File: config.mk
export PLATFORM = sky130hd
export DESIGN_NAME = uart_wake_rx
export DESIGN_NICKNAME = d
export VERILOG_FILES = /design/src/rtl/uwr_pkg.sv /design/src/rtl/uwr_sync.sv /design/src/rtl/uwr_rx_core.sv /design/src/rtl/uwr_wake_mon.sv /design/src/rtl/uart_wake_rx.sv
export SDC_FILE = /design/constraint.sdc
export NUM_CORES = 1
export LEC_CHECK = 0
export ABC_AREA = 1
export BUFFER_PORTS_ARGS = -buffer_cell sky130_fd_sc_hd__buf_2
export CORE_UTILIZATION = 59
export DETAILED_ROUTE_END_ITERATION = 12
export HOLD_SLACK_MARGIN = 0.12
export MAX_ROUTING_LAYER = met4
export PLACE_DENSITY = 0.86
export SLEW_MARGIN = 5
export SYNTH_ARGS = -nofsm -noshare
export SYNTH_HDL_FRONTEND = slang
export SYNTH_SLANG_ARGS = --single-unit
File: constraint.sdc
create_clock -name clk -period 2.15 [get_ports clk]
set_input_delay 0.43 -clock clk [delete_from_list [all_inputs] [get_ports clk]]
set_output_delay 0.43 -clock clk [all_outputs]
set_load 0.02 [all_outputs]
File: src/rtl/uwr_pkg.sv
package uwr_pkg;
   typedef enum logic [1:0] {
      RX_IDLE  = 2'd0,
      RX_START = 2'd1,
      RX_DATA  = 2'd2,
      RX_STOP  = 2'd3
   } rx_state_e;
endpackage

File: src/rtl/uwr_sync.sv
module uwr_sync #(
   parameter int STAGES = 2
) (
   input  logic clk,
   input  logic rst_n,
   input  logic d_i,
   output logic q_o,
   output logic rise_o,
   output logic fall_o
);
   logic [STAGES-1:0] chain_q;
   logic              prev_q;

   generate
      if (STAGES < 2) begin : g_bad
         $error("uwr_sync: STAGES must be at least 2");
      end
      for (genvar i = 0; i < STAGES; i++) begin : g_stage
         if (i == 0) begin : g_first
            always_ff @(posedge clk) begin
               if (!rst_n) chain_q[0] <= 1'b1;
               else        chain_q[0] <= d_i;
            end
         end else begin : g_next
            always_ff @(posedge clk) begin
               if (!rst_n) chain_q[i] <= 1'b1;
               else        chain_q[i] <= chain_q[i-1];
            end
         end
      end
   endgenerate

   always_ff @(posedge clk) begin
      if (!rst_n) prev_q <= 1'b1;
      else        prev_q <= chain_q[STAGES-1];
   end

   assign q_o    = chain_q[STAGES-1];
   assign rise_o = chain_q[STAGES-1] & ~prev_q;
   assign fall_o = ~chain_q[STAGES-1] & prev_q;
endmodule

File: src/rtl/uwr_rx_core.sv
module uwr_rx_core
   import uwr_pkg::*;
#(
   parameter int DIV_W  = 16,
   parameter int DATA_W = 8
) (
   input  logic              clk,
   input  logic              rst_n,
   input  logic              en_i,
   input  logic              rx_i,
   input  logic              fall_i,
   input  logic [DIV_W-1:0]  div_i,
   output logic              idle_o,
   output logic              done_o,
   output logic [DATA_W-1:0] data_o,
   output logic              ferr_o
);
   localparam int IDX_W = (DATA_W > 1) ? $clog2(DATA_W) : 1;
   localparam logic [IDX_W-1:0] LAST_IDX = IDX_W'(DATA_W - 1);

   rx_state_e         state_q;
   logic [DIV_W-1:0]  cnt_q;
   logic [IDX_W-1:0]  idx_q;
   logic [DATA_W-1:0] shift_q;
   logic [DATA_W-1:0] data_q;
   logic              ferr_q;
   logic              done_q;
   logic [DIV_W-1:0]  full_ld;
   logic [DIV_W-1:0]  half_ld;
   logic              tick;

   assign full_ld = div_i - DIV_W'(1);
   assign half_ld = (div_i >> 1) - DIV_W'(1);
   assign tick    = (cnt_q == '0);

   always_ff @(posedge clk) begin
      if (!rst_n) begin
         state_q <= RX_IDLE;
         cnt_q   <= '0;
         idx_q   <= '0;
         shift_q <= '0;
         data_q  <= '0;
         ferr_q  <= 1'b0;
         done_q  <= 1'b0;
      end else if (!en_i) begin
         state_q <= RX_IDLE;
         cnt_q   <= '0;
         idx_q   <= '0;
         done_q  <= 1'b0;
      end else begin
         done_q <= 1'b0;
         unique case (state_q)
            RX_IDLE: begin
               if (fall_i) begin
                  state_q <= RX_START;
                  cnt_q   <= half_ld;
               end
            end
            RX_START: begin
               if (tick) begin
                  if (!rx_i) begin
                     state_q <= RX_DATA;
                     cnt_q   <= full_ld;
                     idx_q   <= '0;
                  end else begin
                     state_q <= RX_IDLE;
                  end
               end else begin
                  cnt_q <= cnt_q - DIV_W'(1);
               end
            end
            RX_DATA: begin
               if (tick) begin
                  shift_q <= {rx_i, shift_q[DATA_W-1:1]};
                  cnt_q   <= full_ld;
                  idx_q   <= idx_q + IDX_W'(1);
                  if (idx_q == LAST_IDX) state_q <= RX_STOP;
               end else begin
                  cnt_q <= cnt_q - DIV_W'(1);
               end
            end
            RX_STOP: begin
               if (tick) begin
                  data_q  <= shift_q;
                  ferr_q  <= ~rx_i;
                  done_q  <= 1'b1;
                  state_q <= RX_IDLE;
               end else begin
                  cnt_q <= cnt_q - DIV_W'(1);
               end
            end
            default: state_q <= RX_IDLE;
         endcase
      end
   end

   assign idle_o = (state_q == RX_IDLE);
   assign done_o = done_q;
   assign data_o = data_q;
   assign ferr_o = ferr_q;
endmodule

File: src/rtl/uwr_wake_mon.sv
module uwr_wake_mon (
   input  logic clk,
   input  logic rst_n,
   input  logic wr_i,
   input  logic wdata_i,
   input  logic rise_i,
   input  logic fall_i,
   output logic armed_o,
   output logic seen_o,
   output logic hit_o,
   output logic pulse_o
);
   logic armed_q;
   logic seen_q;
   logic pulse_q;

   assign hit_o = armed_q & fall_i;

   always_ff @(posedge clk) begin
      if (!rst_n) begin
         armed_q <= 1'b0;
         seen_q  <= 1'b0;
         pulse_q <= 1'b0;
      end else begin
         pulse_q <= hit_o;
         if (wr_i) begin
            armed_q <= wdata_i;
            seen_q  <= 1'b0;
         end else if (armed_q) begin
            if (fall_i) begin
               seen_q <= 1'b1;
            end else if (seen_q && rise_i) begin
               armed_q <= 1'b0;
               seen_q  <= 1'b0;
            end
         end
      end
   end

   assign armed_o = armed_q;
   assign seen_o  = seen_q;
   assign pulse_o = pulse_q;
endmodule

File: src/rtl/uart_wake_rx.sv
module uart_wake_rx #(
   parameter int DIV_W       = 16,
   parameter int DATA_W      = 8,
   parameter int SYNC_STAGES = 2
) (
   input  logic              clk,
   input  logic              rst_n,
   input  logic              rxd_i,
   input  logic [DIV_W-1:0]  baud_div_i,
   input  logic              arm_wr_i,
   input  logic              arm_wdata_i,
   input  logic              data_rd_i,
   output logic [DATA_W-1:0] rx_data_o,
   output logic              rx_irq_o,
   output logic              frame_err_o,
   output logic              idle_o,
   output logic              armed_o,
   output logic              wake_req_o
);
   generate
      if (DIV_W < 3) begin : g_bad_div
         $error("uart_wake_rx: DIV_W must be at least 3");
      end
      if (DATA_W < 5 || DATA_W > 9) begin : g_bad_data
         $error("uart_wake_rx: DATA_W must be 5 to 9");
      end
   endgenerate

   logic sync_q;
   logic sync_rise;
   logic sync_fall;
   logic mon_seen;
   logic mon_hit;
   logic core_done;
   logic core_idle;
   logic irq_q;

   uwr_sync #(.STAGES(SYNC_STAGES)) u_sync (
      .clk    (clk),
      .rst_n  (rst_n),
      .d_i    (rxd_i),
      .q_o    (sync_q),
      .rise_o (sync_rise),
      .fall_o (sync_fall)
   );

   uwr_wake_mon u_mon (
      .clk     (clk),
      .rst_n   (rst_n),
      .wr_i    (arm_wr_i),
      .wdata_i (arm_wdata_i),
      .rise_i  (sync_rise),
      .fall_i  (sync_fall),
      .armed_o (armed_o),
      .seen_o  (mon_seen),
      .hit_o   (mon_hit),
      .pulse_o (wake_req_o)
   );

   uwr_rx_core #(.DIV_W(DIV_W), .DATA_W(DATA_W)) u_core (
      .clk    (clk),
      .rst_n  (rst_n),
      .en_i   (~armed_o),
      .rx_i   (sync_q),
      .fall_i (sync_fall),
      .div_i  (baud_div_i),
      .idle_o (core_idle),
      .done_o (core_done),
      .data_o (rx_data_o),
      .ferr_o (frame_err_o)
   );

   always_ff @(posedge clk) begin
      if (!rst_n)                    irq_q <= 1'b0;
      else if (mon_hit || core_done) irq_q <= 1'b1;
      else if (data_rd_i)            irq_q <= 1'b0;
   end

   assign rx_irq_o = irq_q;
   assign idle_o   = core_idle;
endmodule

-- Word-level counts from Yosys, hierarchy flattened
Cells that the tools add are included.
W data, S select, Z words.
- add/sub/neg operators: 4
- equal/unequal tests: 12
- mux-type cells: 26
- bitwise logic cells: 8
- reduce and logical (&&, ||, !) cells: 16
- operator list (kind ; count):
    $mux W16 ; 5
    $pmux W16 S4 ; 1
    $sub A16 B1 Y16 const B ; 2
    $logic_not A16 Y1 ; 1
    $sub A15 B1 Y16 const B ; 1
    $mux W2 ; 6
    $ne A2 B1 Y1 const B ; 5
    $mux W1 ; 9
    $mux W3 ; 3
    $reduce_and A3 Y1 ; 3
    $pmux W2 S4 ; 1
    $pmux W3 S2 ; 1
    $reduce_bool A2 Y1 ; 3
    $not A1 Y1 ; 5
    $reduce_and A5 Y1 ; 1
    $eq A2 B2 Y1 const B ; 2
    $ne A2 B2 Y1 const B ; 2
    $reduce_and A4 Y1 ; 1
    $reduce_or A2 Y1 ; 2
    $add A3 B1 Y3 const B ; 1
    $and A1 B1 Y1 ; 3
    $eq A3 B3 Y1 const B ; 1
    $ne A3 B3 Y1 const B ; 1
    $reduce_or A3 Y1 ; 1
    other kinds (5) ; 5
- bits in registers: 46
- bits of input ports: 22
- output and inout bits: 13
- logic and storage cells: 80

-- Longest topological paths before layout
Gate-level depths: netlist of the first run.
- word-level depth: 7
- mapped depth: 13

-- Hierarchy
Synthesis of the first run repeated with hierarchy kept, for this count alone.
- cell total of the unflattened synthesis: 582
- area total of the unflattened synthesis: 3522.1 µm²
- by module, submodules not included (module ; times used ; cells each ; area each (µm²)):
    uwr_rx_core ; 1 ; 545 ; 3253.1
    uwr_wake_mon ; 1 ; 18 ; 131.4
    uwr_sync ; 1 ; 12 ; 93.8
    uart_wake_rx ; 1 ; 7 ; 43.8

-- Worst setup path before layout of the first run
No wires, ideal clock.
- path kind: register to register
- from: register u_core.cnt_q[0]
- to: register u_core.shift_q[7]
- library setup time: 116 ps
- arrival time: 1485 ps
- data required time: 2034 ps
- slack: 548 ps
- stages on the path, launching flop included: 11
- buffers on the path: 1
- path through: dfxtp_1 > inv_1 > ha_1 > nand2_2 > nor2_2 > nand2_2 > nor2_8 > nand3_4 > buf_6 > o21ai_1 > a21oi_1
- longest elaborated chain between the ends: 2
- ends and longest elaborated chain (item ; RTL line ; text):
    start: declaration ; uwr_rx_core.sv:22 ; logic [DIV_W-1:0] cnt_q;
    start signal: assignment ; uwr_rx_core.sv:56 ; cnt_q <= half_ld;
    start signal: assignment ; uwr_rx_core.sv:63 ; cnt_q <= full_ld;
    start signal: assignment ; uwr_rx_core.sv:69 ; cnt_q <= cnt_q - DIV_W'(1);
    $logic_not A16 Y1 ; uwr_rx_core.sv:34 ; assign tick = (cnt_q == '0);
    $reduce_and A3 Y1 (no line) ; - ;
    end signal: assignment ; uwr_rx_core.sv:74 ; shift_q <= {rx_i, shift_q[DATA_W-1:1]};
    end: declaration ; uwr_rx_core.sv:24 ; logic [DATA_W-1:0] shift_q;
No other way between the ends.
A chain may end at the register's enable or synchronous reset.

-- Worst setup path after layout of the first run
- from: register u_core.state_q[0]
- to: register u_core.data_q[3] (netlist: u_core.data_o[3])
- longest elaborated chain between the ends: 2
- ends and longest elaborated chain (item ; RTL line ; text):
    start: declaration ; uwr_rx_core.sv:21 ; rx_state_e state_q;
    start signal: assignment ; uwr_rx_core.sv:38 ; state_q <= RX_IDLE;
    start signal: assignment ; uwr_rx_core.sv:46 ; state_q <= RX_IDLE;
    start signal: assignment ; uwr_rx_core.sv:55 ; state_q <= RX_START;
    $eq A2 B2 Y1 ; uwr_rx_core.sv:52 ; unique case (state_q)
    $reduce_and A3 Y1 (no line) ; - ;
    end signal: assignment ; uwr_rx_core.sv:84 ; data_q <= shift_q;
    end: declaration ; uwr_rx_core.sv:25 ; logic [DATA_W-1:0] data_q;
No other way between the ends.

==> results of run 1 <==
-- worst min path at each step --
stage / endpoint / start / slack (ns)
after global routing: u_sync.chain_q[0] / rxd_i / 0.30
final: u_sync.chain_q[0] / rxd_i / 0.31
after floorplan: u_sync.q_o / u_sync.chain_q[0] / 0.39
after global placement: u_sync.q_o / u_sync.chain_q[0] / 0.39
after CTS: u_sync.chain_q[0] / rxd_i / 0.31
after detailed placement: u_sync.q_o / u_sync.chain_q[0] / 0.41
-- stage by stage --
step           setup slack (ns)  total power, µW  instances  hold slack, ns  utilization (%)
2_1_floorplan             0.548             2440        531           0.393                -
3_3_place_gp              0.199             2850        631           0.394             67.7
3_5_place_dp              0.211             2890        631           0.409             67.7
4_1_cts                   0.213             3540        639           0.308             69.9
5_1_grt                0.000306             3850        639           0.299             69.9
6_report                  0.140             3610        639           0.311             69.9
-- state kept, by name, indices dropped and copies added, names as in the netlist, 3 cells and up, named ones only --
signal	flops
u_core.data_o	8
u_core.shift_q	8
u_core.cnt_q	16
u_core.idx_q	3
-- power by group through the flow --
stage | sequential [µW] | combinational [µW] | clock [µW]
2_1_floorplan | 1000 | 1440 | 0
3_3_place_gp | 1020 | 1830 | 0
3_5_place_dp | 1020 | 1860 | 0
4_1_cts | 1000 | 1880 | 659
5_1_grt | 1020 | 2130 | 699
6_report | 1010 | 1940 | 662
-- layout make-up --
type | count | area (µm²)
multi-input cells | 403 | 2030
flip-flops and latches | 46 | 921
clock inverters | 2 | 37.5
clock buffers | 6 | 72.6
inverters | 71 | 272
fillers | 468 | 1580
repair buffers | 41 | 235
well taps | 70 | 87.6
-- cell families after synthesis --
logic type / count (synthesis) / share of synthesized area (%)
AOI/OAI and AO/OA: 108 / 17.4
adders and majority gates: 10 / 3.80
DFF: 46 / 28.0
xor gates and xnor gates: 17 / 4.52
and+or+nand+nor: 268 / 36.0
buffers and inverters: 82 / 10.3
-- routing by layer --
layer / share of wire (%) / vias to the layer above / track usage, %
li1: - / 1768 / -
met1: 44 / 1667 / 43.9
met2: 45 / 181 / 52.8
met3: 8.7 / 26 / 5.12
met4: 1.7 / 0 / 10.4
met5: 0 / - / -
-- layout by cell type (no fill, tap or decap), types with 2 or more instances in the layout --
cell and count:
nand2_1 138, inv_1 68, nor2_1 64, a21oi_1 62, dfxtp_1 46, nand3_1 36, o21ai_0 36, buf_2 34
xor2_1 14, ha_1 10, nor3_1 7, buf_4 6, clkbuf_8 5, nor2_4 4, nand2_2 3, or2_2 3
nand4_1 3, xnor2_1 3, inv_2 2, nand3_4 2, nor2_2 2, nand2_4 2, o21bai_1 2, o21ai_1 2
==> impl_metrics.csv, run 1 <==
group,metric,value,unit
detailed_routing,wirelength,8990,µm
cts,ctsResizeCount,0,
setup_path,r2r_start,"u_core.state_q[0]",
global_route,grt_usage,33.4,%
synthesis,syn_avg_cell_area,6.20,µm²
synthesis,synth_commonest_cells,"nand2_1 (138), inv_1 (68), nor2_1 (64)",
setup_path,startpoint_type,"flop",
synthesis,yosys_warnings,0,
sta,rsz0062_at_grt,"no",
setup_path,r2r_setup_slack,0.14,ns
sta,setup_tns,0,ns
setup_path,cp.depth,7,
sta,finalCritPeriodShare,93.5,%
setup_path,critPathTopFamily,"simple AND/OR/NAND/NOR gates",
layout,antenna_cells,0,
placed_design,io_buffers,34,
detailed_routing,drt-wirelength-per-cell,14.1,µm
setup_path,rr_worst_depth,7,
status,outcome,"completed",
worst_hold_path,hold_path.class,"input pin to flop",
setup_path,crit_chain,"ha_1 -> inv_1 -> nor2_1 -> nand2_2 -> inv_2 -> nand2_1 -> a21oi_1",
synthesis,ys_types,37,
power,p_leak,0.00172,µW
detailed_routing,drt_pre_antenna_iters,5,
run,cap_violations,0,
floorplanning,fp.dieW,76.7,µm
power,p_clk_share,18.3,%
cts,path_clk_slew,0.10,ns
cts,clock_sinks,46,
setup_path,r2r_end,"u_core.data_o[3]",
global_route,grt-ovfl-total,0,
synthesis,synth_async_sr_flop_share,0,%
detailed_routing,vias_per_cell,5.70,
setup_path,crit_start,"u_core.state_q[0]",
floorplanning,io_pins,35,
sta,finClkSkew,0.0145,ns
layout,drive_gt1_share,12.3,%
setup_path,worst_ep_arrival_time,2.25,ns
synthesis,synth-main-ff-cell,"dfxtp_1",
sta,period_needed,2.01,ns
global_route,grt_pass1_vias,3407,
floorplanning,initial_core_util,62.9,%
setup_path,crit_fanout,10,
cts,h-tree-depth,2,
synthesis,netlist.area_leader.share,28.0,%
placed_design,hpwl,6700,µm
global_route,grt_first_pass_wirelength,15400,µm
detailed_routing,num_vias,3642,
synthesis,synthesis.instances,531,
sta,hold_viol,0,
power,p_sw_share,47.7,%
floorplanning,rows,26,
worst_hold_path,hold_depth,2,
detailed_routing,drc_errors,0,
setup_path,crit_path_end,"u_core.data_o[3]",
setup_path,crit_path_top_delay_cell,"dfxtp_1",
synthesis,ys_seq_area_share,28.0,%
cts,clock_latency,0.31,ns
cts,cts_tree,"done",
layout,area_delta_synth_final,11.1,%
synthesis,synth_nets,563,
layout,design_area,0.00366,mm²
synthesis,synth_edf_count,0,
synthesis,netlist_area,0.00329,mm²
placed_design,dpl_cell_area,0.00355,mm²
sta,max_slew_margin,64.5,%
cts,cts_hold_buf,0,
global_route,antenna_found_initial,0,
floorplanning,core_area,0.00524,mm²
placed_design,gp_congestion,1.01,
power,power_frac_seq,27.9,%
synthesis,yosys-top-cells-area,"dfxtp_1 (28%), nand2_1 (16%), a21oi_1 (9.4%), inv_1 (7.8%), nor2_1 (7.3%)",
synthesis,yosys.cell_count.top_type,"nand2_1",
setup_path,critPathBufInv,2,
sta,report.final.slew_viol_count,0,
power,switchingPower,1720,µW
global_route,grt_max_degree,21,
setup_path,path_class,"flop to flop",
power,power_frac_comb,53.7,%
setup_path,cp.required,2.39,ns
synthesis,ys_seq_elements,46,
synthesis,yosys.area.top_type,"dfxtp_1",
power,power_density,987,mW/mm²
detailed_routing,ant_nets,0,
cts,cts_buffers,5,
power,ir_drop,0.000672,V
setup_path,max_stage_delay,0.42,ns
sta,setup_viol,0,
detailed_routing,drt_iter0_markers,415,
floorplanning,die_h,76.7,µm
floorplanning,die_area,0.00588,mm²
cts,postCtsSetupBuffers,0,
setup_path,end_kind,"flop",
layout,nets,600,
cts,clk_path_buf_depth,2,
sta,max_freq,0.497,GHz
power,p_int,1890,µW
cts,clockRootBuffer,"clkbuf_8",
sta,worst_slew_pin_slew,0.532,ns
(Power assumes the default switching activity.)
==> run 2, diff against run 1 <==
Settings changed: ABC_AREA 1 to not set, PLACE_DENSITY 0.86 to 0.87.
==> impl_metrics.csv, run 2 <==
group,metric,value,unit
status,outcome,"finished with violations",
status,violations,"negative setup slack",
setup_path,r2r_end,"u_core.cnt_q[13]",
floorplanning,die_area,0.00535,mm²
worst_hold_path,worstHoldStart,"rxd_i",
sta,setup_viol,5,
worst_hold_path,hold_path.class,"input pin to flop",
power,ir_drop,0.000780,V
synthesis,yosys-top-cells-area,"dfxtp_1 (31%), xor2_1 (6.2%), a21oi_1 (5.9%), mux2i_1 (5.7%), xnor2_1 (4.7%)",
synthesis,yosys.area.top_type,"dfxtp_1",
layout,antenna_cells,0,
cts,cts_hold_buf,0,
detailed_routing,num_vias,3177,
synthesis,ys_types,50,
global_route,grt_pass1_vias,2880,
layout,final_common_cell,"buf_4",
sta,report.final.slew_viol_count,0,
run,cap_violations,0,
cts,clk_path_buf_depth,2,
layout,largest_register_ffs,16,
worst_hold_path,hold_depth,2,
layout,largest-register,"u_core.cnt_q",
floorplanning,fp.dieW,73.2,µm
synthesis,synth-main-ff-cell,"dfxtp_1",
synthesis,yosys_warnings,0,
cts,h-tree-depth,2,
power,power_density,686,mW/mm²
sta,max_freq,0.458,GHz
setup_path,r2r_start,"u_core.cnt_q[1]",
layout,final_cell_mix,"buf_4 (53), dfxtp_1 (44), a21oi_1 (34), buf_2 (34), nor2_1 (28)",
setup_path,end_kind,"flop",
sta,finalCritPeriodShare,102,%
synthesis,netlist_area,0.00299,mm²
synthesis,synthesis.instances,366,
setup_path,r2r_setup_slack,-0.03,ns
sta,max_slew_margin,54.6,%
detailed_routing,ant_nets,0,
synthesis,yosys.cell_count.top_type,"dfxtp_1",
detailed_routing,drt-wirelength-per-cell,17.9,µm
sta,finClkSkew,0.00532,ns
setup_path,crit_fanout,7,
placed_design,dpl_cell_area,0.00361,mm²
layout,seq_area,923,µm²
layout,nets,480,
worst_hold_path,whs_endpoint,"u_sync.chain_q[0]",
layout,design_area,0.00386,mm²
layout,drive_gt1_share,28.3,%
floorplanning,rows,25,
global_route,grt-ovfl-total,0,
cts,clock_latency,0.30,ns
detailed_routing,wirelength,9260,µm
layout,multi_input_area,0.00202,mm²
detailed_routing,drt_iter0_markers,367,
sta,worst_slew_pin_slew,0.675,ns
synthesis,ys_seq_elements,46,
layout,area_delta_synth_final,29.2,%
detailed_routing,vias_per_cell,6.16,
sta,fin_worst_hold_slack,0.310,ns
cts,path_clk_slew,0.09,ns
global_route,grt_max_degree,30,
layout,fill_cells,286,
cts,cts_buffers,5,
synthesis,synth_nets,398,
sta,period_needed,2.18,ns
global_route,antenna_found_initial,0,
synthesis,synth_commonest_cells,"dfxtp_1 (46), a21oi_1 (35), nor2_1 (29)",
cts,clockRootBuffer,"clkbuf_8",
synthesis,synth_edf_count,0,
synthesis,netlist.area_leader.share,30.8,%
synthesis,synth_async_sr_flop_share,0,%
placed_design,io_buffers,34,
synthesis,syn_avg_cell_area,8.16,µm²
sta,worst_slack,-0.0335,ns
cts,clock_sinks,46,
setup_path,worst_ep_arrival_time,2.37,ns
cts,cts_tree,"done",
setup_path,path_class,"flop to flop",
placed_design,gp_congestion,0.922,
setup_path,rr_worst_depth,11,
setup_path,startpoint_type,"flop",
power,p_leak,0.00153,µW
global_route,grt_first_pass_wirelength,13200,µm
floorplanning,die_h,73.2,µm
placed_design,pre_cts_slack,-0.138,ns
detailed_routing,drc_errors,0,
floorplanning,initial_core_util,62.4,%
placed_design,hpwl,6220,µm
setup_path,cp.required,2.33,ns
floorplanning,core_area,0.00479,mm²
global_route,grt_usage,33.6,%
sta,hold_viol,0,
synthesis,ys_seq_area_share,30.8,%
power,power.total,2650,µW
detailed_routing,drt_pre_antenna_iters,5,
floorplanning,io_pins,35,
-- run 2: cells by family after synthesis --
family,count (synthesis),synth area share [%]
AO/OA/AOI/OAI,84,17.3
adder cells (fa/ha/maj),10,4.19
buffers and inverters,32,4.73
AND/OR/NAND/NOR,140,26.4
multiplexers,17,5.70
XOR/XNOR,37,10.9
flip-flops,46,30.8
-- run 2: final cells by class --
class	instances	share of cell area, %
flip-flops and latches	46	23.9
multi-input cells	288	52.4
clock buffers	6	1.88
repair buffers	94	17.4
clock inverters	2	0.972
well taps	67	2.17
inverters	13	1.26
-- run 2: power by group --
group          switching [µW]  leakage [µW]  internal, µW
combinational             591       0.00110           480
clock                     301     0.0000514           347
sequential               41.5      0.000374           888
-- run 2: repair_timing --
action	4_1_cts	5_1_grt
setup endpoints to repair	0	29
gates resized for setup	0	26
setup buffers	0	4
-- run 2: worst max path at each step --
| stage | from | end | slack [ns] | cells past startpoint |
|---|---|---|---|---|
| after floorplan | baud_div_i[3] | u_core.cnt_q[14] | -0.02 | 8 |
| final | u_core.cnt_q[1] | u_core.cnt_q[13] | -0.03 | 11 |
| after CTS | u_core.cnt_q[0] | u_core.cnt_q[9] | 0.003 | 6 |
| after detailed placement | baud_div_i[9] | u_core.cnt_q[14] | -0.14 | 7 |
| after global placement | baud_div_i[11] | u_core.cnt_q[14] | -0.12 | 7 |
| after global routing | u_core.cnt_q[1] | u_core.cnt_q[8] | -0.11 | 10 |
-- run 2: critical path, cell delays in order, from the launching register on --
cell,delay [ns]
dfxtp_2,0.35
inv_2,0.07
ha_4,0.13
nor3b_4,0.27
nand4_1,0.18
buf_6,0.17
o31ai_4,0.33
buf_4,0.18
buf_6,0.13
a21oi_1,0.05
a21oi_1,0.15
nor3_1,0.06
-- run 2: stage by stage --
stage | TNS (ns) | utilization, % | instances
3_3_place_gp | -0.143 | 75.4 | 502
6_report | -0.114 | 80.7 | 516
3_5_place_dp | -0.281 | 75.4 | 502
5_1_grt | -0.762 | 80.7 | 516
4_1_cts | 0 | 77.7 | 510
2_1_floorplan | -0.0254 | - | 366
-- run 2: metal layers --
| metal | routed length (µm) | track usage, % |
|---|---|---|
| met1 | 3790 | 42.5 |
| met2 | 4360 | 53.4 |
| met3 | 682 | 5.11 |
| met4 | 428 | 14.2 |
| met5 | 0 | - |
==> run 3, diff against run 2 <==
Settings changed: CORE_ASPECT_RATIO set to 1.4, CORE_MARGIN set to 10, TNS_END_PERCENT set to 50.
==> impl_metrics.csv, run 3 (synthesis gave the netlist of run 2 again) <==
group,metric,value,unit
placed_design,hpwl,6320,µm
layout,final_common_cell,"buf_4",
layout,largest_register_ffs,16,
power,p_clk_share,20.7,%
placed_design,pre_cts_slack,-0.162,ns
global_route,antenna_found_initial,0,
floorplanning,io_pins,35,
setup_path,crit_fanout,5,
setup_path,rr_worst_depth,10,
placed_design,gp_congestion,0.936,
power,p_int,1610,µW
cts,cts_hold_buf,0,
detailed_routing,num_vias,3255,
cts,clockRootBuffer,"clkbuf_8",
cts,cts_tree,"done",
sta,finClkSkew,0.0150,ns
worst_hold_path,worstHoldStart,"rxd_i",
setup_path,end_kind,"flop",
sta,worst_slew_pin_slew,0.470,ns
power,switchingPower,953,µW
setup_path,path_class,"flop to flop",
setup_path,startpoint_type,"flop",
sta,max_freq,0.454,GHz
run,cap_violations,0,
sta,worst_slack,-0.0503,ns
setup_path,r2r_start,"u_core.cnt_q[1]",
setup_path,cp.required,2.35,ns
power,power_density,654,mW/mm²
floorplanning,core_area,0.00488,mm²
power,power.total,2560,µW
worst_hold_path,hold_depth,2,
cts,clk_path_buf_depth,2,
floorplanning,rows,30,
cts,h-tree-depth,2,
layout,area_delta_synth_final,31.1,%
detailed_routing,drc_errors,0,
power,power_frac_seq,36.5,%
sta,max_slew_margin,68.3,%
worst_hold_path,whs_endpoint,"u_sync.chain_q[0]",
sta,finalCritPeriodShare,102,%
detailed_routing,vias_per_cell,6.26,
layout,drive_gt1_share,30.7,%
cts,path_clk_slew,0.08,ns
setup_path,r2r_end,"u_core.data_o[2]",
cts,cts_buffers,5,
sta,report.final.slew_viol_count,0,
global_route,grt_max_degree,28,
detailed_routing,wirelength,9630,µm
detailed_routing,drt-wirelength-per-cell,18.5,µm
sta,hold_viol,0,
worst_hold_path,hold_path.class,"input pin to flop",
floorplanning,initial_core_util,61.2,%
floorplanning,die_area,0.00835,mm²
layout,final_cell_mix,"buf_4 (58), dfxtp_1 (44), a21oi_1 (34), buf_2 (34), nor2_1 (28)",
setup_path,r2r_setup_slack,-0.05,ns
placed_design,io_buffers,34,
status,outcome,"finished with violations",
power,p_sw_share,37.2,%
sta,fin_worst_hold_slack,0.303,ns
power,power_frac_comb,42.8,%
global_route,grt_first_pass_wirelength,14200,µm
floorplanning,die_h,104,µm
status,violations,"negative setup slack",
sta,period_needed,2.20,ns
sta,setup_tns,-0.337,ns
power,ir_drop,0.000485,V
layout,nets,487,
power,p_leak,0.00156,µW
global_route,grt-ovfl-total,0,
cts,clock_latency,0.31,ns
cts,clock_sinks,46,
floorplanning,fp.dieW,80.1,µm
global_route,grt_usage,21.0,%
global_route,grt_pass1_vias,3190,
detailed_routing,drt_pre_antenna_iters,8,
detailed_routing,ant_nets,0,
layout,antenna_cells,0,
setup_path,worst_ep_arrival_time,2.40,ns
layout,largest-register,"u_core.cnt_q",
detailed_routing,drt_iter0_markers,415,
sta,setup_viol,13,
==> run 3: cell types whose count changed in the layout (fill, tap and decap cells not counted), sizes merged <==
cell / delta
clkinv: +2
bufinv: -1
clkbuf: +1
buf: +6
clkinvlp: -1
==> run 3: worst max-delay path, stage by stage, from the launching register on <==
cell,delay (ns)
dfxtp_4,0.37
inv_2,0.06
ha_4,0.12
nor3b_4,0.31
and4_4,0.31
nand2_2,0.10
nor3_4,0.25
buf_6,0.14
clkbuf_4,0.18
mux2i_1,0.19
nor2b_1,0.06
==> run 3: worst max-delay path by stage <==
stage                    start          endpoint  slack [ns]  depth (start not counted)
6_report       u_core.cnt_q[1]  u_core.data_o[2]       -0.05                         10
5_1_grt        u_core.cnt_q[1]  u_core.data_o[0]        -0.1                         10
4_1_cts        u_core.cnt_q[1]   u_core.cnt_q[1]        0.01                          9
3_5_place_dp     baud_div_i[9]  u_core.cnt_q[14]       -0.16                          7
3_3_place_gp     baud_div_i[9]  u_core.cnt_q[14]       -0.12                          7
2_1_floorplan    baud_div_i[3]  u_core.cnt_q[14]       -0.02                          8
==> run 3: power groups by stage <==
stage / registers (µW) / clock network (µW) / logic [µW]
6_report: 934 / 530 / 1100
5_1_grt: 936 / 560 / 1180
4_1_cts: 926 / 534 / 884
3_5_place_dp: 946 / 0 / 874
3_3_place_gp: 943 / 0 / 850
2_1_floorplan: 946 / 0 / 557
==> run 3: repair_timing <==
item,4_1_cts,5_1_grt
resized for setup,4,33
setup endpoints to repair,2,35
cloned,0,3
pin swaps,0,7
setup buffers,0,9
==> run 3: area by class of cell <==
class	count	area [µm²]
clock buffers	6	72.6
clock inverters	2	13.8
fillers	294	965
inverters	13	48.8
multi-input cells	288	2060
flip-flops and latches	46	926
well taps	64	80.1
repair buffers	101	717
==> run 3: metal layers <==
layer / global-route usage, % / wire length, µm
met5: - / 0
met4: 12.1 / 533
met3: 3.72 / 740
met2: 35.3 / 4870
met1: 21.9 / 3480
==> run 3: stage by stage <==
stage                     util, %  cell area, µm²  cells
after floorplan                 -            3020    366
after CTS                    75.8            3700    508
final                        80.2            3920    520
after global routing         80.2            3920    520
after detailed placement     73.7            3600    500
after global placement       73.7            3600    500
